## src/rtl/seqport_pkg.sv

```systemverilog
// Package: shared sizing defaults and the decoded access type for the
// auto-indexed register port. Assumes nothing beyond IEEE 1800-2017.
package seqport_pkg;
    localparam int DEF_NUM_REGS = 8;
    localparam int DEF_DATA_W   = 8;

    // Decoded per-cycle access request after clear priority is applied.
    typedef struct packed {
        logic valid;    // an access takes effect this cycle
        logic is_read;  // 1 = read, 0 = write
    } access_t;
endpackage

```

## src/rtl/seq_index_counter.sv

```systemverilog
// Module: seq_index_counter
// Holds the index of the register the next access will target. It advances
// by one, wrapping at NUM_REGS-1, on every cycle in which step is high, and it
// returns to zero on clr or reset. Assumes NUM_REGS >= 2.
module seq_index_counter #(
    parameter int NUM_REGS = 8,
    localparam int IDX_W   = $clog2(NUM_REGS)
) (
    input  logic             clk,
    input  logic             rst_n,
    input  logic             clr,
    input  logic             step,
    output logic [IDX_W-1:0] idx_o
);
    localparam logic [IDX_W-1:0] LAST_IDX = IDX_W'(NUM_REGS - 1);

    logic [IDX_W-1:0] idx_q;
    logic [IDX_W-1:0] idx_inc;

    // Next index after an advance, wrapping from the last register to zero.
    always_comb begin
        if (idx_q == LAST_IDX) idx_inc = '0;
        else                   idx_inc = idx_q + 1'b1;
    end

    // Index register: reset and clear to zero, otherwise advance on step.
    always_ff @(posedge clk) begin
        if (!rst_n)     idx_q <= '0;
        else if (clr)   idx_q <= '0;
        else if (step)  idx_q <= idx_inc;
    end

    assign idx_o = idx_q;

    // reset drives the index to zero.
    p_reset_idx_r1: assert property (@(posedge clk)
        !rst_n |=> (idx_o == '0));

    // a step moves the index forward by one with wrap.
    p_step_r3: assert property (@(posedge clk) disable iff (!rst_n)
        (step && !clr) |=> (idx_o == (($past(idx_o) == LAST_IDX) ? '0 : $past(idx_o) + 1'b1)));

    // without step or clear the index holds.
    p_hold_r4: assert property (@(posedge clk) disable iff (!rst_n)
        (!step && !clr) |=> $stable(idx_o));

    // clear returns the index to zero.
    p_clear_r5: assert property (@(posedge clk) disable iff (!rst_n)
        clr |=> (idx_o == '0));
endmodule

```

## src/rtl/seq_reg_bank.sv

```systemverilog
// Module: seq_reg_bank
// Storage for NUM_REGS registers of DATA_W bits, presented flat. A single
// write port loads the register chosen by wr_idx. Assumes wr_idx < NUM_REGS.
module seq_reg_bank #(
    parameter int NUM_REGS = 8,
    parameter int DATA_W   = 8,
    localparam int IDX_W   = $clog2(NUM_REGS)
) (
    input  logic                       clk,
    input  logic                       rst_n,
    input  logic                       wr_en,
    input  logic [IDX_W-1:0]           wr_idx,
    input  logic [DATA_W-1:0]          wr_data,
    output logic [NUM_REGS*DATA_W-1:0] regs_o
);
    genvar gi;
    generate
        for (gi = 0; gi < NUM_REGS; gi++) begin : g_reg
            logic              hit;
            logic [DATA_W-1:0] q;

            // Select decode for this register slot.
            assign hit = wr_en && (wr_idx == IDX_W'(gi));

            // Register slot: clear on reset, load on a write hit.
            always_ff @(posedge clk) begin
                if (!rst_n)   q <= '0;
                else if (hit) q <= wr_data;
            end

            assign regs_o[gi*DATA_W +: DATA_W] = q;

            // reset clears every slot.
            p_reset_reg_r1: assert property (@(posedge clk)
                !rst_n |=> (regs_o[gi*DATA_W +: DATA_W] == '0));

            // a write aimed at this slot stores the write data.
            p_write_r2: assert property (@(posedge clk) disable iff (!rst_n)
                (wr_en && wr_idx == IDX_W'(gi)) |=> (regs_o[gi*DATA_W +: DATA_W] == $past(wr_data)));

            // a slot not written keeps its value.
            p_keep_r6: assert property (@(posedge clk) disable iff (!rst_n)
                !(wr_en && wr_idx == IDX_W'(gi)) |=> $stable(regs_o[gi*DATA_W +: DATA_W]));
        end
    endgenerate
endmodule

```

## src/rtl/seq_read_mux.sv

```systemverilog
// Module: seq_read_mux
// Returns the register chosen by rd_idx while rd_en is high, and zero
// otherwise. Purely combinational; assumes rd_idx < NUM_REGS.
module seq_read_mux #(
    parameter int NUM_REGS = 8,
    parameter int DATA_W   = 8,
    localparam int IDX_W   = $clog2(NUM_REGS)
) (
    input  logic                       rd_en,
    input  logic [IDX_W-1:0]           rd_idx,
    input  logic [NUM_REGS*DATA_W-1:0] regs_i,
    output logic [DATA_W-1:0]          rdata_o
);
    // AND-OR select across all slots, gated by the read enable.
    always_comb begin
        rdata_o = '0;
        for (int i = 0; i < NUM_REGS; i++) begin
            if (rd_en && (rd_idx == IDX_W'(i))) rdata_o = regs_i[i*DATA_W +: DATA_W];
        end
    end
endmodule

```

## src/rtl/seq_reg_port.sv

```systemverilog
// Module: seq_reg_port
// Top level of the auto-indexed register port. It decodes each cycle into an
// access, with clear taking priority, and connects the index counter, the
// register bank and the read mux. Assumes one access per cycle while cs is high.
module seq_reg_port
    import seqport_pkg::*;
#(
    parameter int NUM_REGS = DEF_NUM_REGS,
    parameter int DATA_W   = DEF_DATA_W
) (
    input  logic              clk,
    input  logic              rst_n,
    input  logic              clr,
    input  logic              cs,
    input  logic              rd_wn,
    input  logic [DATA_W-1:0] wdata,
    output logic [DATA_W-1:0] rdata
);
    localparam int IDX_W = $clog2(NUM_REGS);

    access_t                    acc;
    logic [IDX_W-1:0]           idx;
    logic [NUM_REGS*DATA_W-1:0] regs_flat;

    // Access decode: clear cancels any access requested in the same cycle.
    always_comb begin
        acc.valid   = cs && !clr;
        acc.is_read = rd_wn;
    end

    seq_index_counter #(.NUM_REGS(NUM_REGS)) u_idx (
        .clk   (clk),
        .rst_n (rst_n),
        .clr   (clr),
        .step  (acc.valid),
        .idx_o (idx)
    );

    seq_reg_bank #(.NUM_REGS(NUM_REGS), .DATA_W(DATA_W)) u_bank (
        .clk     (clk),
        .rst_n   (rst_n),
        .wr_en   (acc.valid && !acc.is_read),
        .wr_idx  (idx),
        .wr_data (wdata),
        .regs_o  (regs_flat)
    );

    seq_read_mux #(.NUM_REGS(NUM_REGS), .DATA_W(DATA_W)) u_rmux (
        .rd_en   (acc.valid && acc.is_read),
        .rd_idx  (idx),
        .regs_i  (regs_flat),
        .rdata_o (rdata)
    );

    // port-level check that non-read cycles return zero.
    p_quiet_rdata_r7: assert property (@(posedge clk) disable iff (!rst_n)
        !(cs && rd_wn && !clr) |-> (rdata == '0));

    // a read cycle returns what the bank holds at the current index.
    p_read_sel_r6: assert property (@(posedge clk) disable iff (!rst_n)
        (cs && rd_wn && !clr) |-> (rdata == regs_flat[idx*DATA_W +: DATA_W]));
endmodule

```

## config.mk

```make
export PLATFORM = sky130hd
export DESIGN_NAME = seq_reg_port
export DESIGN_NICKNAME = d
export VERILOG_FILES = /design/src/rtl/seqport_pkg.sv /design/src/rtl/seq_index_counter.sv /design/src/rtl/seq_reg_bank.sv /design/src/rtl/seq_read_mux.sv /design/src/rtl/seq_reg_port.sv
export SDC_FILE = /design/constraint.sdc
export NUM_CORES = 1
export LEC_CHECK = 0
export BUFFER_PORTS_ARGS = -buffer_cell sky130_fd_sc_hd__clkbuf_2
export CAP_MARGIN = 40
export CORE_ASPECT_RATIO = 1.2
export CORE_MARGIN = 8
export CORE_UTILIZATION = 36
export DETAILED_ROUTE_END_ITERATION = 6
export GPL_ROUTABILITY_DRIVEN = 0
export SYNTH_ARGS = -nofsm -noshare
export SYNTH_HDL_FRONTEND = slang
export SYNTH_SLANG_ARGS = --single-unit
```

## constraint.sdc

```tcl
create_clock -name clk -period 1.9 [get_ports clk]
set_input_delay 0.38 -clock clk [delete_from_list [all_inputs] [get_ports clk]]
set_output_delay 0.38 -clock clk [all_outputs]
set_load 0.005 [all_outputs]
```

==> impl_summary.log, run 1 <==
[metrics] Final Net Count: 477
[metrics] GR Overflow Total: 0
[metrics] aggregate global-route resource usage: 15.8%
[metrics] most frequent cells in the layout: nand2_1 (78), dfxtp_1 (65), a21boi_0 (48), buf_4 (43), nand3_1 (33)
[metrics] Layout Cell Area excl Fill: 4450 um2
[metrics] Critical Path AT: 1990 ps
[metrics] post-route fraction of the period consumed by the critical path: 125%
[metrics] TNS Setup: -3530 ps
[metrics] Reg2Reg Setup Slack: 190 ps
[metrics] Clk network pwr share: 52.1%
[metrics] Net Sw Frac: 22.8%
[metrics] number of antenna diodes: 0
[metrics] wire length of the first global-routing pass: 16000 um
[metrics] final hold slack: 439 ps
[metrics] maximum VDD drop: 435 uV
[metrics] cell area after synthesis: 3420 um2
[metrics] setup clock skew after layout: 4.99 ps
[metrics] Starting Density: 36.6%
[metrics] layout cells sized above 1: 27.2%
[metrics] CP max FO: 7
[metrics] combinational cell fraction of total power: 6.8%
[metrics] endpoint kind of the worst setup timing path: output port
[metrics] horizontal die dimension: 105 um
[metrics] count of unique library cells instantiated by Yosys: 37
[metrics] yosys synthesis warning count: 0
[metrics] Via density: 5.37
[metrics] count of pins over their slew limit: 0
[metrics] post-detailed-route DRC marker count: 0
[metrics] count of buffers from port buffering: 20
[metrics] CTS clk-pin slew, worst paths: 60 ps
[metrics] path class of the lowest-slack min-delay path: in2reg
[metrics] library cell with the largest summed area after synthesis: dfxtp_1
[metrics] unrepaired setup endpoints after global routing: true
[metrics] main area contributors after synthesis: dfxtp_1 (39%), a21boi_0 (11%), nand2_1 (8.8%)
[metrics] dominant cell type by count on the critical path: ha_4
[metrics] Mean Syn Cell Area: 8.23 um2
[metrics] P&R area growth vs syn: 30.0%
[metrics] CTS Root Buffer Type: clkbuf_16
[metrics] count of hold-fix buffers inserted at cts: 0
[metrics] result of the run: finished with violations
[metrics] layout filler cell count: 923
[metrics] antenna viol nets, final: 0
[metrics] wire per inst: 17.5 um
[metrics] clk_lat worst skew: 330 ps
[metrics] number of storage elements in the synthesis netlist: 67
[metrics] core region area: 9370 um2
[metrics] most common cell after layout, fill and taps aside: nand2_1
[metrics] Final Power: 3.47 mW
[metrics] portion of the post-synthesis area used by sequential elements: 39.2%
[metrics] pin count of the biggest net entering global routing: 35
[metrics] number of buffer and inverter instances along the worst setup path: 2
[metrics] net load switching power: 790 uW
[metrics] Rows: 39
[metrics] count of mapped cells out of synthesis: 416
[metrics] Max stage delay on crit path: 340 ps
[metrics] number of instances in the placed design: 567
[metrics] Rel. slew slack: 75.3%
[metrics] CTS H-tree lvls: 3
[metrics] total cell area at the placement stage: 3880 um2
[metrics] max-cap violation count: 0
[metrics] maximum clock frequency: 421 MHz
[metrics] area of the die: 12900 um2
[metrics] total power density per cell area: 779 nW/um2
[metrics] slowest CP cell: dfxtp_2
[metrics] vias in the first global route: 3097
[metrics] transition time at the pin with the least slew margin: 370 ps
[metrics] internal power of the cells: 2.68 mW
[metrics] Finished Layout Cells: 586
[metrics] series of cell instances along the critical path: buf_6 -> ha_4 -> ha_4 -> o21ai_4 -> o221ai_2 -> a21oi_2 -> o22a_1 -> clkbuf_2
[metrics] sequential fraction of design power: 41.1%
[metrics] syn_nets: 435
[metrics] clock sink count: 67
[metrics] iteration-0 DRC count of the detailed router: 187
[metrics] dominant delay contributor by cell family on the critical path: compound AO/OA/AOI/OAI gates
[metrics] CTS tree: built
[metrics] data required time of the critical path: 1520 ps
[metrics] total number of vias: 3148
[metrics] post-layout minimum cycle time: 2370 ps
[metrics] Pleak: 1.52 nW
[metrics] fraction of post-synthesis cell area in the top cell type by area: 39.2%
[metrics] height of the die: 123 um
[metrics] I/O pin total: 21
[metrics] slack of the critical path: -474 ps
[metrics] violated checks: negative setup slack
[metrics] DPL Wire Length: 7280 um
[metrics] Hold Fails Final Rpt: 0
[metrics] routed wire length: 10200 um
[metrics] first-pass iteration count of the detailed router: 5
[metrics] initial antenna violation count: 0
[metrics] type of origin of the critical path: flop
[metrics] Setup Viol. Count Final: 8
[metrics] TritonCTS buffer count: 9
[metrics] maximum count of clock buffers along a single path: 2
[metrics] Crit Path Class: reg2out
timing repair:
action                                  4_1_cts  5_1_grt
pin swaps                                     8        6
cloned                                        0        0
setup buffers                                 1        3
endpoints found under the setup margin        8        8
gates resized for setup                      39       17
power by group through the flow:
| stage | clock, mW | sequential, mW | combinational (mW) |
|---|---|---|---|
| after floorplan | 0 | 1.45 | 0.126 |
| after global placement | 0 | 1.45 | 0.210 |
| after detailed placement | 0 | 1.45 | 0.212 |
| after CTS | 1.84 | 1.42 | 0.227 |
| after global routing | 1.90 | 1.42 | 0.253 |
| final | 1.81 | 1.42 | 0.236 |
cells in the mapped netlist, drive strengths merged:
master and number:
a21oi 18, a221oi 1, a31oi 1, o221ai 12, o31ai 2, a211oi 2, a2bb2oi 1, a32oi 1
o22a 6, a21boi 48, nor3b 1, nor3 7, nand3b 2, dfxtp 67, nand2 80, nor2 9
inv 10, a22oi 7, and2 6, o21ai 12, mux2i 19, buf 13, o311ai 1, nand2b 3
clkbuf 24, nor4b 1, nand3 34, nor2b 17, and3b 1, ha 6, and3 3, a22o 1
per-layer routing:
metal	vias up	GRT usage (%)	routed length [um]
li1	1544	-	-
met1	1494	18.3	4200
met2	96	27.8	5310
met3	14	3.31	578
met4	0	6.97	137
met5	-	0	0
cells by family (layout without fill, tap and decap cells):
kind of cell,after synthesis,after routing,share of synthesized area (%)
and+or+nand+nor,164,164,23.2
AOI/OAI and AO/OA,113,113,23.9
DFF,67,67,39.2
buffers and inverters,47,94,6.03
muxes,19,19,5.55
adders and majority gates,6,6,2.19
registers in the layout, indices dropped and copies added (netlist names):
signal       cells
u_bank.g.q      64
u_idx.idx_o      3
tightest hold or removal path: cells and delay by family:
| family | cells | cell delay (ps) |
|---|---|---|
| buffers and inverters | 1 | 180 |
| AO/OA/AOI/OAI | 1 | 70 |
| AND/OR/NAND/NOR | 1 | 90 |
through the flow:
step                util [%]  setup slack (ps)
floorplan                  -             -26.7
global placement        41.4              -391
detailed placement      41.4              -361
CTS                     46.8              -451
global route            47.5              -573
finish                  47.5              -474
worst paths after layout:
check,depth (start not counted),start,endpoint
hold reg to reg,2,u_bank.g_reg[7].q[0],u_bank.g_reg[7].q[0]
setup / recovery,8,u_idx.idx_o[1],rdata[2]
setup reg to reg,8,u_idx.idx_o[1],u_bank.g_reg[2].q[7]
hold / removal,3,wdata[2],u_bank.g_reg[3].q[2]
final cells by class:
class	instances	area, um2	share of cell area, %
Multi-Input combinational cell	302	2080	46.8
Sequential cell	67	1350	30.3
Tap cell	123	154	3.46
Clock inverter	7	101	2.28
Clock buffer	9	225	5.06
Inverter	10	42.5	0.956
Timing Repair Buffer	68	497	11.2
(Power assumes the default switching activity.)
==> run 2, diff against run 1 <==
==> constraint.sdc (replaced) <==
create_clock -name clk -period 1.9 [get_ports clk]
set_input_delay 0.38 -clock clk [delete_from_list [all_inputs] [get_ports clk]]
set_output_delay 0.38 -clock clk [all_outputs]
set_load 0.02 [all_outputs]
==> run 2 against run 1 <==
The run still ends with negative setup slack left. Power decreased by 7.7%. Cell count increased by 0.17%. Register-to-register slack about the same. Critical path depth increased by 1. Utilization increased by 0.31 points. Design area increased by 0.65%. Wire length decreased by 2.2%. Critical endpoint is now rdata[1]. Largest power group unchanged. Highest routed layer unchanged.
==> impl_summary.log, run 2 (synthesized netlist as in run 1, its figures left out) <==
[metrics] data required time of the critical path: 1520 ps (about the same)
[metrics] GR Overflow Total: 0 (unchanged)
[metrics] hold path startpoint: cs (was wdata[2])
[metrics] result of the run: finished with violations (unchanged)
[metrics] antenna viol nets, final: 0 (unchanged)
[metrics] Pleak: 1.52 nW (about the same)
[metrics] largest register by flop count: u_bank.g.q (unchanged)
[metrics] first-pass iteration count of the detailed router: 4 (was 5)
[metrics] Critical Path AT: 2040 ps (was 1990 ps)
[metrics] post-route fraction of the period consumed by the critical path: 127% (was 125%)
[metrics] slack of the critical path: -517 ps (was -474 ps)
[metrics] endpoint kind of the worst setup timing path: output port (unchanged)
[metrics] Max stage delay on crit path: 370 ps (was 340 ps)
[metrics] most common cell after layout, fill and taps aside: nand2_1 (unchanged)
[metrics] P&R area growth vs syn: 30.8% (was 30.0%)
[metrics] number of instances in the placed design: 563 (was 567)
[metrics] path class of the lowest-slack min-delay path: in2reg (unchanged)
[metrics] CP max FO: 7 (unchanged)
[metrics] area of the die: 12900 um2 (unchanged)
[metrics] layout cells sized above 1: 26.1% (was 27.2%)
[metrics] aggregate global-route resource usage: 15.9% (was 15.8%)
[metrics] Crit Path Class: reg2out (unchanged)
[metrics] count of buffers from port buffering: 20 (unchanged)
[metrics] Rows: 39 (unchanged)
[metrics] routed wire length: 10000 um (was 10200 um)
[metrics] core region area: 9370 um2 (unchanged)
[metrics] type of origin of the critical path: flop (unchanged)
[metrics] Hold Fails Final Rpt: 0 (unchanged)
[metrics] CTS H-tree lvls: 3 (unchanged)
[metrics] Via density: 5.31 (was 5.37)
[metrics] setup clock skew after layout: 5.62 ps (was 4.99 ps)
[metrics] initial antenna violation count: 0 (unchanged)
[metrics] Starting Density: 36.6% (unchanged)
[metrics] maximum clock frequency: 414 MHz (was 421 MHz)
[metrics] CTS tree: built (unchanged)
[metrics] Rel. slew slack: 77.9% (was 75.3%)
[metrics] Reg2Reg Setup Slack: 180 ps (was 190 ps)
[metrics] clk_lat worst skew: 330 ps (about the same)
[metrics] post-detailed-route DRC marker count: 0 (unchanged)
[metrics] vias in the first global route: 3180 (was 3097)
[metrics] post-layout minimum cycle time: 2420 ps (was 2370 ps)
[metrics] CTS clk-pin slew, worst paths: 60 ps (about the same)
[metrics] horizontal die dimension: 105 um (unchanged)
[metrics] sequential cell area in the final layout: 1350 um2 (about the same)
[metrics] TNS Setup: -3900 ps (was -3530 ps)
[metrics] Layout Cell Area excl Fill: 4480 um2 (was 4450 um2)
[metrics] clock sink count: 67 (unchanged)
[metrics] startpoint of the worst setup timing path: u_idx.idx_o[1] (unchanged)
[metrics] DPL Wire Length: 7230 um (was 7280 um)
[metrics] CTS Root Buffer Type: clkbuf_16 (unchanged)
[metrics] wire per inst: 17.0 um (was 17.5 um)
[metrics] unrepaired setup endpoints after global routing: true (unchanged)
[metrics] maximum VDD drop: 470 uV (was 435 uV)
[metrics] Final Net Count: 478 (was 477)
[metrics] iteration-0 DRC count of the detailed router: 150 (was 187)
[metrics] wire length of the first global-routing pass: 16000 um (about the same)
[metrics] I/O pin total: 21 (unchanged)
[metrics] flip-flop count of the largest register, all copies and words added: 64 (unchanged)
[metrics] maximum count of clock buffers along a single path: 2 (unchanged)
[metrics] total number of vias: 3118 (was 3148)
[metrics] total power density per cell area: 714 nW/um2 (was 779 nW/um2)
[metrics] TritonCTS buffer count: 9 (unchanged)
[metrics] total cell area at the placement stage: 3850 um2 (was 3880 um2)
[metrics] number of antenna diodes: 0 (unchanged)
[metrics] slowest CP cell: dfxtp_4 (was dfxtp_2)
[metrics] layout filler cell count: 894 (was 923)
[metrics] most frequent cells in the layout: nand2_1 (79), dfxtp_1 (65), a21boi_0 (48), buf_4 (41), nand3_1 (34) (was nand2_1 (78), dfxtp_1 (65), a21boi_0 (48), buf_4 (43), nand3_1 (33))
[metrics] count of pins over their slew limit: 0 (unchanged)
[metrics] Final Power: 3.20 mW (was 3.47 mW)
[metrics] combined area of the multi-input logic cells: 2080 um2 (about the same)
[metrics] height of the die: 123 um (unchanged)
[metrics] violated checks: negative setup slack (unchanged)
[metrics] count of hold-fix buffers inserted at cts: 0 (unchanged)
[metrics] Reg-to-Reg Start: u_idx.idx_o[1] (unchanged)
[metrics] series of cell instances along the critical path: inv_4 -> ha_4 -> nand2_1 -> o21ai_1 -> a211oi_2 -> o31ai_2 -> buf_4 -> a22o_1 -> clkbuf_8 (was buf_6 -> ha_4 -> ha_4 -> o21ai_4 -> o221ai_2 -> a21oi_2 -> o22a_1 -> clkbuf_2)
[metrics] Setup Viol. Count Final: 8 (unchanged)
[metrics] max-cap violation count: 0 (unchanged)
[metrics] transition time at the pin with the least slew margin: 331 ps (was 370 ps)
[metrics] Finished Layout Cells: 587 (was 586)
[metrics] pin count of the biggest net entering global routing: 30 (was 35)
==> run 2: worst max-delay path, delay by kind of cell (launching register included) <==
| family | cells | cell delay (ps) |
|---|---|---|
| compound gates | 4 | 720 |
| buf+inv | 3 | 390 |
| simple gates | 1 | 60 |
| fa+ha+maj | 1 | 170 |
| flops | 1 | 370 |
==> run 2: routing by layer <==
| metal | part of all wire (%) | wire length, um | global-route usage, % |
|---|---|---|---|
| met1 | 41 | 4090 | 16.9 |
| met2 | 52 | 5190 | 28.7 |
| met3 | 3.3 | 331 | 3.62 |
| met4 | 3.9 | 390 | 8.67 |
| met5 | 0 | 0 | 0 |
==> run 2: worst paths after layout <==
check             cells after the start                    to
hold / removal                        3        u_idx.idx_o[2]
setup reg to reg                      7  u_bank.g_reg[3].q[5]
hold reg to reg                       2  u_bank.g_reg[7].q[6]
setup / recovery                      9              rdata[1]
==> run 2: layout make-up <==
| class | count | share of cell area [%] |
|---|---|---|
| multi-input cells | 302 | 46.5 |
| flip-flops and latches | 67 | 30.1 |
| repair buffers | 69 | 12.9 |
| clock buffers | 14 | 5.89 |
| well taps | 123 | 3.44 |
| inverters | 10 | 0.950 |
| clock inverters | 2 | 0.223 |
==> run 2: metrics by stage <==
step | util (%) | setup slack [ps] | hold slack (ps)
floorplan | - | -130 | 438
CTS | 46.8 | -492 | 404
global route | 47.8 | -580 | 422
global placement | 41.1 | -376 | 450
finish | 47.8 | -517 | 411
detailed placement | 41.1 | -382 | 458
==> run 2: repair_timing <==
item | in CTS | in global routing
endpoints found under the setup margin | 8 | 8
setup buffers | 5 | 2
pin swaps | 7 | 8
gates cloned | 1 | 0
gates resized for setup | 55 | 18
hold endpoints to repair | 0 | 0
==> run 2: report_power, final <==
part / leakage (nW) / switching (mW) / total, mW / internal (mW)
Clock: 0.137 / 0.588 / 1.54 / 0.951
Sequential: 0.542 / 0.0111 / 1.43 / 1.41
Combinational: 0.844 / 0.130 / 0.234 / 0.104
==> run 3, diff against run 2 <==
--- a/config.mk
+++ b/config.mk
@@ -12,6 +12,7 @@
 export CORE_UTILIZATION = 36
 export DETAILED_ROUTE_END_ITERATION = 6
 export GPL_ROUTABILITY_DRIVEN = 0
+export SKIP_LAST_GASP = 1
 export SYNTH_ARGS = -nofsm -noshare
 export SYNTH_HDL_FRONTEND = slang
 export SYNTH_SLANG_ARGS = --single-unit
==> constraint.sdc (replaced) <==
create_clock -name clk -period 2.7 [get_ports clk]
set_input_delay 0.54 -clock clk [delete_from_list [all_inputs] [get_ports clk]]
set_output_delay 0.54 -clock clk [all_outputs]
set_load 0.02 [all_outputs]
==> run 3 against run 2 <==
The flow now finishes without violations. Worst hold slack gained 54 ps. Via count decreased by 2.1%. Register-to-register slack better by 750 ps. Largest cell class unchanged.
==> impl_summary.log, run 3 (synthesized netlist as in run 1, its figures left out) <==
[metrics] result of the run: finished, final reports clean (was finished with violations)
[metrics] wire per inst: 17.9 um (was 17.0 um)
[metrics] CTS clk-pin slew, worst paths: 50 ps (was 60 ps)
[metrics] Setup Viol. Count Final: 0 (was 8)
[metrics] unrepaired setup endpoints after global routing: true (unchanged)
[metrics] hold depth: 2 (was 3)
[metrics] count of pins over their slew limit: 0 (unchanged)
[metrics] Reg2Reg Setup Slack: 930 ps (was 180 ps)
[metrics] maximum clock frequency: 371 MHz
[metrics] total power density per cell area: 562 nW/um2 (was 714 nW/um2)
[metrics] count of buffers from port buffering: 20 (unchanged)
[metrics] vias in the first global route: 2924 (was 3180)
[metrics] Layout Cell Area excl Fill: 4100 um2 (was 4480 um2)
[metrics] Final Net Count: 448 (was 478)
[metrics] layout cells sized above 1: 18.5% (was 26.1%)
[metrics] most common cell after layout, fill and taps aside: nand2_1 (unchanged)
[metrics] maximum count of clock buffers along a single path: 2 (unchanged)
[metrics] type of origin of the critical path: flop (unchanged)
[metrics] area of the die: 12900 um2 (unchanged)
[metrics] CTS Root Buffer Type: clkbuf_16 (unchanged)
[metrics] post-route fraction of the period consumed by the critical path: 99.9%
[metrics] DPL Wire Length: 7040 um (was 7230 um)
[metrics] routed wire length: 9950 um (was 10000 um)
[metrics] first-pass iteration count of the detailed router: 4 (unchanged)
[metrics] wire length of the first global-routing pass: 16000 um (about the same)
[metrics] slowest CP cell: dfxtp_2 (was dfxtp_4)
[metrics] CP max FO: 12 (was 7)
[metrics] transition time at the pin with the least slew margin: 772 ps (was 331 ps)
[metrics] number of buffer and inverter instances along the worst setup path: 2 (was 3)
[metrics] Hold Fails Final Rpt: 0 (unchanged)
[metrics] total number of vias: 3051 (was 3118)
[metrics] clk_lat worst skew: 330 ps (about the same)
[metrics] sequential cell area in the final layout: 1350 um2 (about the same)
[metrics] iteration-0 DRC count of the detailed router: 247 (was 150)
[metrics] maximum VDD drop: 305 uV (was 470 uV)
[metrics] series of cell instances along the critical path: ha_2 -> ha_4 -> buf_4 -> nand2b_1 -> o311ai_1 -> o31ai_2 -> a22o_1 -> clkbuf_4 (was inv_4 -> ha_4 -> nand2_1 -> o21ai_1 -> a211oi_2 -> o31ai_2 -> buf_4 -> a22o_1 -> clkbuf_8)
[metrics] clock sink count: 67 (unchanged)
[metrics] Crit Path Class: reg2out (unchanged)
[metrics] Rel. slew slack: 48.6% (was 77.9%)
[metrics] total cell area at the placement stage: 3620 um2 (was 3850 um2)
[metrics] number of instances in the placed design: 537 (was 563)
[metrics] Met1 Wirelength: 4030 um (was 4090 um)
[metrics] max-cap violation count: 0 (unchanged)
[metrics] met2 wire length: 5240 um (was 5190 um)
[metrics] P&R area growth vs syn: 19.6% (was 30.8%)
[metrics] path class of the lowest-slack min-delay path: reg2reg (was in2reg)
[metrics] startpoint of the worst setup timing path: u_idx.idx_o[0] (was u_idx.idx_o[1])
[metrics] DR top layer: met4 (unchanged)
[metrics] post-detailed-route DRC marker count: 0 (unchanged)
[metrics] CTS H-tree lvls: 3 (unchanged)
[metrics] hold path startpoint: u_bank.g_reg[6].q[4] (was cs)
[metrics] core region area: 9370 um2 (unchanged)
[metrics] Max stage delay on crit path: 360 ps (was 370 ps)
[metrics] setup clock skew after layout: 4.93 ps (was 5.62 ps)
[metrics] Via density: 5.49 (was 5.31)
[metrics] Pleak: 1.34 nW (was 1.52 nW)
[metrics] aggregate global-route resource usage: 15.9% (about the same)
[metrics] Worst R2R End: u_bank.g_reg[5].q[4] (was u_bank.g_reg[3].q[5])
[metrics] I/O pin total: 21 (unchanged)
[metrics] post-layout minimum cycle time: 2700 ps
[metrics] height of the die: 123 um (unchanged)
[metrics] antenna viol nets, final: 0 (unchanged)
[metrics] CTS tree: built (unchanged)
[metrics] wire length on met3: 402 um (was 331 um)
[metrics] GR Overflow Total: 0 (unchanged)
[metrics] Register-to-Register Path Depth: 5 (was 7)
[metrics] Critical Path AT: 2160 ps (was 2040 ps)
[metrics] largest register by flop count: u_bank.g.q (unchanged)
[metrics] Finished Layout Cells: 556 (was 587)
[metrics] Reg-to-Reg Start: u_idx.idx_o[0] (was u_idx.idx_o[1])
[metrics] TritonCTS buffer count: 9 (unchanged)
[metrics] layout filler cell count: 986 (was 894)
[metrics] endpoint kind of the worst setup timing path: output port (unchanged)
[metrics] initial antenna violation count: 0 (unchanged)
[metrics] number of antenna diodes: 0 (unchanged)
[metrics] Hold EP: u_bank.g_reg[6].q[4] (was u_idx.idx_o[2])
[metrics] combined area of the multi-input logic cells: 2000 um2 (was 2080 um2)
[metrics] flip-flop count of the largest register, all copies and words added: 64 (unchanged)
[metrics] horizontal die dimension: 105 um (unchanged)
[metrics] pin count of the biggest net entering global routing: 45 (was 30)
[metrics] most frequent cells in the layout: nand2_1 (79), dfxtp_1 (65), a21boi_0 (48), nand3_1 (34), mux2i_1 (19) (was nand2_1 (79), dfxtp_1 (65), a21boi_0 (48), buf_4 (41), nand3_1 (34))
[metrics] Rows: 39 (unchanged)
[metrics] data required time of the critical path: 2160 ps (was 1520 ps)
[metrics] dominant delay contributor by cell family on the critical path: compound AO/OA/AOI/OAI gates (unchanged)
[metrics] Starting Density: 36.6% (unchanged)
[metrics] Final Power: 2.30 mW (was 3.20 mW)
-- run 3: cell types whose count changed in the layout (fill, tap and decap cells not counted), moves of 3 or more --
cell | before | now
a22oi_1 | 6 | 0
a22oi_2 | 1 | 7
buf_4 | 41 | 16
buf_6 | 6 | 3
clkbuf_2 | 12 | 17
clkbuf_8 | 9 | 3
o21ai_0 | 6 | 9
o221ai_1 | 6 | 12
o221ai_2 | 6 | 0
-- run 3: worst max-delay path by stage --
stage,endpoint,slack [ps],cells after the start
floorplan,rdata[3],330,8
global placement,rdata[5],-7,8
detailed placement,rdata[5],-6,8
CTS,rdata[3],-20,7
global route,rdata[3],-80,7
finish,rdata[1],2,8
-- run 3: through the flow --
stage	TNS [ps]	setup WS [ps]	hold slack (ps)	utilization [%]
final	0	1.80	464	43.7
after global routing	-178	-75.1	491	43.7
after CTS	-24.7	-19.4	465	42.7
after detailed placement	-10.1	-5.81	457	38.7
after global placement	-6.75	-6.75	452	38.7
after floorplan	0	325	438	-
-- run 3: what timing repair did --
| action | 4_1_cts | 5_1_grt |
|---|---|---|
| gates cloned | 0 | 0 |
| endpoints found under the setup margin | 8 | 8 |
| gates resized for setup | 22 | 18 |
| setup buffers | 0 | 4 |
| pin swaps | 4 | 7 |
| endpoints found under the hold margin | 0 | 0 |
| hold buffers | 0 | 0 |
-- run 3: final cells by class --
| class | count | share of cell area [%] |
|---|---|---|
| multi-input cells | 302 | 48.7 |
| flip-flops and latches | 67 | 32.9 |
| repair buffers | 39 | 6.48 |
| clock buffers | 13 | 6.35 |
| well taps | 123 | 3.76 |
| inverters | 10 | 0.977 |
| clock inverters | 2 | 0.855 |
-- run 3: worst register-to-register path, stage by stage (launching register included) --
cell	delay, ps
dfxtp_2	400
ha_4	200
and2_1	250
and2_1	490
mux2i_1	270
nor2b_1	60
-- run 3: routing by layer --
metal | GRT usage, % | vias to the layer above
li1 | - | 1481
met1 | 18.6 | 1475
met2 | 27.0 | 76
met3 | 2.73 | 19
met4 | 9.38 | 0
met5 | 0 | -
-- run 3: power by group --
| part | switching (mW) | total [mW] | internal, mW |
|---|---|---|---|
| Sequential | 0.00587 | 1.00 | 0.996 |
| Combinational | 0.0891 | 0.145 | 0.0564 |
| Clock | 0.396 | 1.15 | 0.758 |
